[config.mk]
export PLATFORM = sky130hd
export DESIGN_NAME = burst_hdr_rx
export DESIGN_NICKNAME = d
export VERILOG_FILES = /design/src/rtl/bhr_pkg.sv /design/src/rtl/bhr_slot_counter.sv /design/src/rtl/bhr_slot_add.sv /design/src/rtl/bhr_frame_fsm.sv /design/src/rtl/bhr_steer.sv /design/src/rtl/bhr_err_counter.sv /design/src/rtl/burst_hdr_rx.sv
export SDC_FILE = /design/constraint.sdc
export NUM_CORES = 1
export LEC_CHECK = 0
export BUFFER_PORTS_ARGS = -buffer_cell sky130_fd_sc_hd__buf_2
export CORE_MARGIN = 1.5
export CORE_UTILIZATION = 40
export CTS_BUF_LIST = sky130_fd_sc_hd__clkbuf_4 sky130_fd_sc_hd__clkbuf_8 sky130_fd_sc_hd__clkbuf_16
export CTS_CLUSTER_SIZE = 28
export DETAILED_ROUTE_END_ITERATION = 8
export GPL_TIMING_DRIVEN = 0
export SYNTH_ARGS = -nofsm -noshare
export SYNTH_HDL_FRONTEND = slang
export SYNTH_HIERARCHICAL = 1
export SYNTH_SLANG_ARGS = --single-unit
[constraint.sdc]
create_clock -name clk -period 2.3 [get_ports clk]
set_input_delay 0 -clock clk [delete_from_list [all_inputs] [get_ports clk]]
set_output_delay 0 -clock clk [all_outputs]
set_load 0.1 [all_outputs]
[src/rtl/bhr_pkg.sv]
package bhr_pkg;

    localparam int WORD_W  = 16;
    localparam int SYNC_W  = 8;
    localparam int DEST_FW = 3;
    localparam int OFS_FW  = 5;
    localparam int LEN_FW  = 6;
    localparam int PRIO_FW = 2;
    localparam int CHAN_FW = 3;

    typedef enum logic [1:0] {
        ST_HUNT  = 2'd0,
        ST_TAIL  = 2'd1,
        ST_JUDGE = 2'd2,
        ST_OFFER = 2'd3
    } rx_state_e;

    typedef struct packed {
        logic [DEST_FW-1:0] dest;
        logic [OFS_FW-1:0]  ofs;
        logic [LEN_FW-1:0]  len;
        logic [PRIO_FW-1:0] prio;
        logic [CHAN_FW-1:0] chan;
    } hdr_fields_t;

    function automatic hdr_fields_t split_header(input logic [WORD_W-1:0] first_w,
                                                 input logic [WORD_W-1:0] second_w);
        hdr_fields_t f;
        f.dest = first_w[7:5];
        f.ofs  = first_w[4:0];
        f.len  = second_w[15:10];
        f.prio = second_w[9:8];
        f.chan = second_w[7:5];
        return f;
    endfunction

endpackage

[src/rtl/bhr_slot_counter.sv]
module bhr_slot_counter #(
    parameter int SLOT_PERIOD = 128,
    localparam int TS_W = $clog2(SLOT_PERIOD)
) (
    input  logic            clk,
    input  logic            rst_n,
    input  logic            tick,
    output logic [TS_W-1:0] count
);

    localparam logic [TS_W-1:0] LAST = TS_W'(SLOT_PERIOD - 1);

    logic [TS_W-1:0] count_q;

    always_ff @(posedge clk) begin
        if (!rst_n) begin
            count_q <= '0;
        end else if (tick) begin
            count_q <= (count_q == LAST) ? '0 : count_q + 1'b1;
        end
    end

    assign count = count_q;

    AST_CNT_IDLE: assert property (@(posedge clk) disable iff (!rst_n) !tick |=> $stable(count_q));
    AST_CNT_WRAP: assert property (@(posedge clk) disable iff (!rst_n) (tick && count_q == LAST) |=> count_q == '0);

endmodule

[src/rtl/bhr_slot_add.sv]
module bhr_slot_add #(
    parameter int SLOT_PERIOD = 128,
    parameter int B_W = 6,
    localparam int TS_W = $clog2(SLOT_PERIOD)
) (
    input  logic [TS_W-1:0] a,
    input  logic [B_W-1:0]  b,
    output logic [TS_W-1:0] sum
);

    localparam logic [TS_W:0] PER = (TS_W+1)'(SLOT_PERIOD);

    logic [TS_W:0] raw;

    always_comb begin
        raw = {1'b0, a} + {{(TS_W+1-B_W){1'b0}}, b};
        if (raw >= PER) begin
            sum = TS_W'(raw - PER);
        end else begin
            sum = TS_W'(raw);
        end
    end

endmodule

[src/rtl/bhr_frame_fsm.sv]
module bhr_frame_fsm
    import bhr_pkg::*;
#(
    parameter int NUM_DEST = 4,
    parameter int TS_W = 7,
    parameter logic [SYNC_W-1:0] SYNC_PATTERN = 8'hA5
) (
    input  logic              clk,
    input  logic              rst_n,
    input  logic [WORD_W-1:0] in_data,
    input  logic              in_valid,
    output logic              in_ready,
    input  logic [TS_W-1:0]   slot_count,
    output logic [TS_W-1:0]   stamp,
    input  logic [TS_W-1:0]   start_calc,
    input  logic [TS_W-1:0]   end_calc,
    output logic [TS_W-1:0]   start_q,
    output logic [TS_W-1:0]   end_q,
    output hdr_fields_t       fields,
    output logic              offer,
    input  logic              sel_ready,
    output logic              err_pulse
);

    localparam logic [DEST_FW:0] DEST_LIM = (DEST_FW+1)'(NUM_DEST);

    rx_state_e         state_q, state_d;
    logic [WORD_W-1:0] w0_q, w1_q;
    logic [TS_W-1:0]   stamp_q;
    logic [TS_W-1:0]   start_r, end_r;
    logic              sync_ok;
    logic              parity_ok;
    logic              dest_ok;
    logic              frame_ok;

    assign fields    = split_header(w0_q, w1_q);
    assign sync_ok   = (in_data[WORD_W-1 -: SYNC_W] == SYNC_PATTERN);
    assign parity_ok = ~(^{w0_q, w1_q});
    assign dest_ok   = ({1'b0, fields.dest} < DEST_LIM);
    assign frame_ok  = parity_ok && dest_ok;

    // state register
    always_ff @(posedge clk) begin
        if (!rst_n) begin
            state_q <= ST_HUNT;
        end else begin
            state_q <= state_d;
        end
    end

    // next state
    always_comb begin
        state_d = state_q;
        unique case (state_q)
            ST_HUNT: begin
                if (in_valid && sync_ok) begin
                    state_d = ST_TAIL;
                end
            end
            ST_TAIL: begin
                if (in_valid) begin
                    state_d = ST_JUDGE;
                end
            end
            ST_JUDGE: begin
                state_d = frame_ok ? ST_OFFER : ST_HUNT;
            end
            ST_OFFER: begin
                if (sel_ready) begin
                    state_d = ST_HUNT;
                end
            end
        endcase
    end

    // outputs
    always_comb begin
        in_ready  = 1'b0;
        offer     = 1'b0;
        err_pulse = 1'b0;
        unique case (state_q)
            ST_HUNT: begin
                in_ready  = 1'b1;
                err_pulse = in_valid && !sync_ok;
            end
            ST_TAIL: begin
                in_ready = 1'b1;
            end
            ST_JUDGE: begin
                err_pulse = !frame_ok;
            end
            ST_OFFER: begin
                offer = 1'b1;
            end
        endcase
    end

    // datapath registers
    always_ff @(posedge clk) begin
        if (!rst_n) begin
            w0_q    <= '0;
            w1_q    <= '0;
            stamp_q <= '0;
            start_r <= '0;
            end_r   <= '0;
        end else begin
            if (state_q == ST_HUNT && in_valid && sync_ok) begin
                w0_q <= in_data;
            end
            if (state_q == ST_TAIL && in_valid) begin
                w1_q    <= in_data;
                stamp_q <= slot_count;
            end
            if (state_q == ST_JUDGE && frame_ok) begin
                start_r <= start_calc;
                end_r   <= end_calc;
            end
        end
    end

    assign stamp   = stamp_q;
    assign start_q = start_r;
    assign end_q   = end_r;

    AST_OFFER_HOLDS: assert property (@(posedge clk) disable iff (!rst_n) (state_q == ST_OFFER && !sel_ready) |=> (state_q == ST_OFFER && $stable(start_r) && $stable(end_r) && $stable(fields)));
    AST_NO_TAKE_WHILE_BUSY: assert property (@(posedge clk) disable iff (!rst_n) (state_q == ST_JUDGE || state_q == ST_OFFER) |=> ($stable(w0_q) && $stable(w1_q)));
    AST_PARITY_REJECT: assert property (@(posedge clk) disable iff (!rst_n) (state_q == ST_JUDGE && !parity_ok) |=> state_q == ST_HUNT);
    AST_DEST_REJECT: assert property (@(posedge clk) disable iff (!rst_n) (state_q == ST_JUDGE && {1'b0, fields.dest} >= DEST_LIM) |=> state_q != ST_OFFER);
    AST_SYNC_GATE: assert property (@(posedge clk) disable iff (!rst_n) $rose(state_q == ST_TAIL) |-> $past(in_data[WORD_W-1 -: SYNC_W] == SYNC_PATTERN));

endmodule

[src/rtl/bhr_steer.sv]
module bhr_steer
    import bhr_pkg::*;
#(
    parameter int NUM_DEST = 4
) (
    input  logic                clk,
    input  logic                rst_n,
    input  logic                offer,
    input  logic [DEST_FW-1:0]  dest,
    input  logic [NUM_DEST-1:0] req_ready,
    output logic [NUM_DEST-1:0] req_valid,
    output logic                sel_ready
);

    localparam logic [DEST_FW:0] DEST_LIM = (DEST_FW+1)'(NUM_DEST);

    for (genvar g = 0; g < NUM_DEST; g++) begin : g_port
        assign req_valid[g] = offer && (dest == DEST_FW'(g));
    end

    assign sel_ready = |(req_valid & req_ready);

    AST_ONE_DEST: assert property (@(posedge clk) disable iff (!rst_n) $onehot0(req_valid));
    AST_DEST_IN_RANGE: assert property (@(posedge clk) disable iff (!rst_n) (|req_valid) |-> ({1'b0, dest} < DEST_LIM));

endmodule

[src/rtl/bhr_err_counter.sv]
module bhr_err_counter #(
    parameter int ERR_W = 8
) (
    input  logic             clk,
    input  logic             rst_n,
    input  logic             inc,
    output logic [ERR_W-1:0] count
);

    logic [ERR_W-1:0] cnt_q;

    always_ff @(posedge clk) begin
        if (!rst_n) begin
            cnt_q <= '0;
        end else if (inc && cnt_q != '1) begin
            cnt_q <= cnt_q + 1'b1;
        end
    end

    assign count = cnt_q;

    AST_ERR_NO_DECREASE: assert property (@(posedge clk) disable iff (!rst_n) 1'b1 |=> cnt_q >= $past(cnt_q));
    AST_ERR_QUIET: assert property (@(posedge clk) disable iff (!rst_n) !inc |=> $stable(cnt_q));

endmodule

[src/rtl/burst_hdr_rx.sv]
module burst_hdr_rx
    import bhr_pkg::*;
#(
    parameter int NUM_DEST = 4,
    parameter int SLOT_PERIOD = 128,
    parameter int ERR_W = 8,
    parameter logic [7:0] SYNC_PATTERN = 8'hA5,
    localparam int TS_W = $clog2(SLOT_PERIOD)
) (
    input  logic                clk,
    input  logic                rst_n,
    input  logic                slot_tick,
    input  logic [15:0]         in_data,
    input  logic                in_valid,
    output logic                in_ready,
    output logic [NUM_DEST-1:0] req_valid,
    input  logic [NUM_DEST-1:0] req_ready,
    output logic [TS_W-1:0]     req_start,
    output logic [TS_W-1:0]     req_end,
    output logic [5:0]          req_len,
    output logic [1:0]          req_prio,
    output logic [2:0]          req_chan,
    output logic [ERR_W-1:0]    err_count
);

    logic [TS_W-1:0] slot_count;
    logic [TS_W-1:0] stamp;
    logic [TS_W-1:0] start_calc;
    logic [TS_W-1:0] end_calc;
    hdr_fields_t     fields;
    logic            offer;
    logic            sel_ready;
    logic            err_pulse;

    bhr_slot_counter #(.SLOT_PERIOD(SLOT_PERIOD)) u_slot_counter (
        .clk   (clk),
        .rst_n (rst_n),
        .tick  (slot_tick),
        .count (slot_count)
    );

    bhr_slot_add #(.SLOT_PERIOD(SLOT_PERIOD), .B_W(OFS_FW)) u_add_start (
        .a   (stamp),
        .b   (fields.ofs),
        .sum (start_calc)
    );

    bhr_slot_add #(.SLOT_PERIOD(SLOT_PERIOD), .B_W(LEN_FW)) u_add_end (
        .a   (start_calc),
        .b   (fields.len),
        .sum (end_calc)
    );

    bhr_frame_fsm #(
        .NUM_DEST     (NUM_DEST),
        .TS_W         (TS_W),
        .SYNC_PATTERN (SYNC_PATTERN)
    ) u_frame_fsm (
        .clk        (clk),
        .rst_n      (rst_n),
        .in_data    (in_data),
        .in_valid   (in_valid),
        .in_ready   (in_ready),
        .slot_count (slot_count),
        .stamp      (stamp),
        .start_calc (start_calc),
        .end_calc   (end_calc),
        .start_q    (req_start),
        .end_q      (req_end),
        .fields     (fields),
        .offer      (offer),
        .sel_ready  (sel_ready),
        .err_pulse  (err_pulse)
    );

    bhr_steer #(.NUM_DEST(NUM_DEST)) u_steer (
        .clk       (clk),
        .rst_n     (rst_n),
        .offer     (offer),
        .dest      (fields.dest),
        .req_ready (req_ready),
        .req_valid (req_valid),
        .sel_ready (sel_ready)
    );

    bhr_err_counter #(.ERR_W(ERR_W)) u_err_counter (
        .clk   (clk),
        .rst_n (rst_n),
        .inc   (err_pulse),
        .count (err_count)
    );

    assign req_len  = fields.len;
    assign req_prio = fields.prio;
    assign req_chan = fields.chan;

    AST_START_IN_RANGE: assert property (@(posedge clk) disable iff (!rst_n) (|req_valid) |-> (int'(req_start) < SLOT_PERIOD));
    AST_SPAN_IS_LEN: assert property (@(posedge clk) disable iff (!rst_n) (|req_valid) |-> (((int'(req_end) + SLOT_PERIOD - int'(req_start)) % SLOT_PERIOD) == int'(req_len)));

endmodule

==> run_results.csv <==
group,metric,value,unit
routing,wl_met3,342,microns
worst_setup_path,worstSetupEndpointType,"register",
synthesis,ys_seq_area_frac,0.367,
synthesis,synth_nets,488,
job,maxCapViolCount,0,
grt,antenna_found_initial,0,
cells_and_area,fill_cells,897,
sta,rsz0062_at_grt,"true",
sta,slew_violations,0,
worst_setup_path,r2r_cells,14,
floorplan,die_w,101,microns
status,status,"finished, violations left",
synthesis,synth-async-reset-ratio,0,
clock_network,clockBufferDepth,2,
worst_setup_path,cp_common_cell,"nand2_1",
cells_and_area,drive_above_1_share,0.266,
placement,port_buffers,61,
synthesis,synth_seq_cells,70,
floorplan,rows,35,
routing,drt-total-wl,8.98,mm
routing,route.met2.wl,4.42,mm
worst_setup_path,critical_path.startpoint_type,"register",
cells_and_area,fin_cells,681,
sta,worstMarginPinSlew,0.566,ns
floorplan,coreArea,9240,sq um
routing,drcViolationCount,0,
worst_setup_path,cp_top_family,"adder cells",
synthesis,avgSynthCellArea,8.50,sq um
power_and_ir_drop,power,2.40,mW
routing,drtAntennaViolNets,0,
worst_setup_path,r2r-end,"u_frame_fsm/end_q[6]",
routing,drt-vias-per-instance,4.88,
placement,gp_congestion,0.909,
sta,maxSlewHeadroom,0.623,
placement,dp_hpwl,6.63,mm
cells_and_area,layout_common_cells,"106 x nand2_1, 68 x dfxtp_1, 62 x buf_2",
worst_setup_path,timing.critical_path.slowest_stage_cell,"dfxtp_4",
power_and_ir_drop,max-vdd-ir-drop,0.260,mV
routing,highest_layer,"met4",
worst_setup_path,path_cells,"buf_6, ha_4, inv_2, fa_2, nor2b_2, o21ai_1, nand2_1, xor2_2, ha_1, o21a_1, o31a_1, o311ai_1, nand2_1, mux2i_1",
worst_hold_path,min_to,"u_err_counter/count[1]",
worst_setup_path,r2r-start,"u_frame_fsm/w0_q[0]",
worst_setup_path,critPathRequiredTime,2.57,ns
worst_hold_path,hold_path.class,"in2reg",
worst_hold_path,hp-start,"rst_n",
clock_network,clk_latency,0.35,ns
synthesis,ys_warn_count,6,
floorplan,start_util,0.413,
synthesis,synth-edff-count,0,
clock_network,cts_root_buffer,"clkbuf_8",
floorplan,die_h,101,microns
status,violations,"negative setup slack",
power_and_ir_drop,p_leak,2.07,nW
floorplan,dieArea,10100,sq um
grt,grt_pass1_vias,3191,
sta,finalCritPeriodShare,1.10,
clock_network,cts.sinks,70,
routing,drtIter0Drc,119,
sta,setup_violations,8,
worst_setup_path,r2r_setup_slack,-0.23,ns
synthesis,synth_ff_type,"dfxtp_1",
cells_and_area,n_antenna_cell,0,
grt,grt_use_total,0.189,
cells_and_area,final_nets,586,
worst_setup_path,crit_type,"reg2reg",
grt,grt_first_pass_wirelength,14.9,mm
worst_setup_path,slowest_delay,0.36,ns
clock_network,htreeDepth,3,
routing,first_pass_iters,4,
cells_and_area,final_common_cell,"nand2_1",
clock_network,cts_tree,"built",
sta,skew,0.00969,ns
routing,met1Wirelength,4.04,mm
synthesis,synth.cell_area,3820,sq um
worst_hold_path,min_delay_path_depth,3,
grt,grt_max_degree,18,
sta,fmax,0.396,GHz
floorplan,ios,62,
routing,routed-via-count,3326,
synthesis,synth_cell_types,56,
grt,gr-total-overflow,0,
sta,fin_ws,-0.226,ns
power_and_ir_drop,powerDensity,487,nW/um^2
worst_setup_path,worst-path-buf-inv,2,
clock_network,clk_pin_slew_worst_paths,0.07,ns
cells_and_area,area_growth,29.1,%
sta,hold_viol_final,0,
sta,min_period,2.53,ns
synthesis,synthCells,449,
clock_network,cts_made_buffers,9,
worst_setup_path,cp.arrival,2.79,ns
routing,wl_per_cell,13.2,microns
placement,numPlacedInstances,639,
worst_setup_path,crit_fanout,3,
cells_and_area,final_core_util,0.534,
[flip-flops by register name (all words and copies together), names as in the netlist]
signal	cells
u_frame_fsm/stamp	7
u_frame_fsm/w1_q	16
u_err_counter/count	8
u_frame_fsm/state_q	2
u_frame_fsm/end_q	7
u_frame_fsm/w0_q	16
u_slot_counter/count	7
u_frame_fsm/start_q	7
[kinds of logic after synthesis]
kind of cell | after synthesis | share of synthesized area
compound gates | 85 | 0.156
xor+xnor | 41 | 0.0940
fa+ha+maj | 15 | 0.0531
buf+inv | 52 | 0.0763
flops | 70 | 0.367
mux | 18 | 0.0472
simple gates | 168 | 0.206
[layer usage]
| layer | vias up | global-route usage |
|---|---|---|
| met5 | - | 0 |
| met4 | 0 | 0.0823 |
| met3 | 15 | 0.0319 |
| met2 | 75 | 0.323 |
| met1 | 1535 | 0.233 |
| li1 | 1701 | - |
[stage by stage]
step	worst slack [ns]	hold slack, ns	setup TNS, ns	instance area (sq um)
floorplan	-0.188	0.122	-0.492	3840
global placement	-0.361	0.267	-1.63	4310
detailed placement	-0.424	0.275	-1.96	4310
CTS	-0.208	0.0399	-1.26	4830
global route	-0.339	0.0704	-2.70	4930
finish	-0.226	0.0505	-1.05	4930
[layout make-up]
class	count	area, sq um	share of cell area
clock buffer	12	159	0.0322
sequential	70	1410	0.285
buffer	36	235	0.0477
tap	129	161	0.0327
inverter	16	60.1	0.0122
timing repair buffer	87	554	0.112
multi-input combinational	327	2310	0.468
clock inverter	4	45.0	0.00913
[cell usage after synthesis (2+ instances only)]
cell type	n	area share
mux2i_1	18	0.047
a21boi_0	32	0.063
nand2_1	106	0.10
o21bai_1	2	0.0039
inv_1	16	0.016
nor2b_1	2	0.0033
a211oi_1	3	0.0059
xor2_1	6	0.014
clkbuf_1	14	0.014
nor4bb_1	2	0.0052
dfxtp_1	70	0.37
a21o_1	2	0.0039
nand3_1	8	0.010
o21a_1	5	0.0098
and3_1	6	0.0098
buf_4	19	0.037
ha_1	13	0.043
fa_1	2	0.010
nand3b_1	4	0.0079
nand4_1	4	0.0066
nor3_1	5	0.0066
and2_1	2	0.0033
nor3b_1	2	0.0039
nor2_1	10	0.0098
a21oi_1	12	0.016
nor2_2	2	0.0033
a31oi_1	2	0.0033
or3_1	4	0.0066
o21ai_0	13	0.017
nand2b_1	3	0.0049
xnor2_1	35	0.080
[worst reg2reg max path: cells and delay by family, from the launching register on]
kind            cells  cell delay (ns)
mux                 1             0.16
buf+inv             2             0.13
flops               1             0.36
compound gates      4             0.56
xor+xnor            1             0.15
simple gates        3             0.33
fa+ha+maj           3             0.74
[report_power, final]
group / internal, mW / leakage [nW] / switching [mW]
logic: 0.0651 / 1.40 / 0.0858
clock network: 0.567 / 0.110 / 0.457
registers: 1.22 / 0.566 / 0.00953
[how the worst max path moves through the flow]
stage | from | endpoint | slack, ns | depth (start not counted)
floorplan | u_frame_fsm/state_q[1] | req_valid[1] | -0.19 | 4
global route | u_frame_fsm/w0_q[0] | u_frame_fsm/end_q[6] | -0.34 | 14
CTS | u_frame_fsm/w0_q[0] | u_frame_fsm/end_q[6] | -0.21 | 14
detailed placement | u_frame_fsm/w0_q[0] | u_frame_fsm/end_q[6] | -0.42 | 14
global placement | u_frame_fsm/w0_q[0] | u_frame_fsm/end_q[6] | -0.36 | 14
finish | u_frame_fsm/w0_q[0] | u_frame_fsm/end_q[6] | -0.23 | 14
[what timing repair did]
| action | CTS | global route |
|---|---|---|
| pin swaps | 21 | 17 |
| cloned | 0 | 0 |
| hold buffers | 17 | 0 |
| gates resized for setup | 18 | 17 |
| hold endpoints to repair | 26 | 0 |
| setup buffers | 10 | 0 |
| endpoints found under the setup margin | 12 | 19 |
Note: power is estimated with default switching activity, not from simulation.
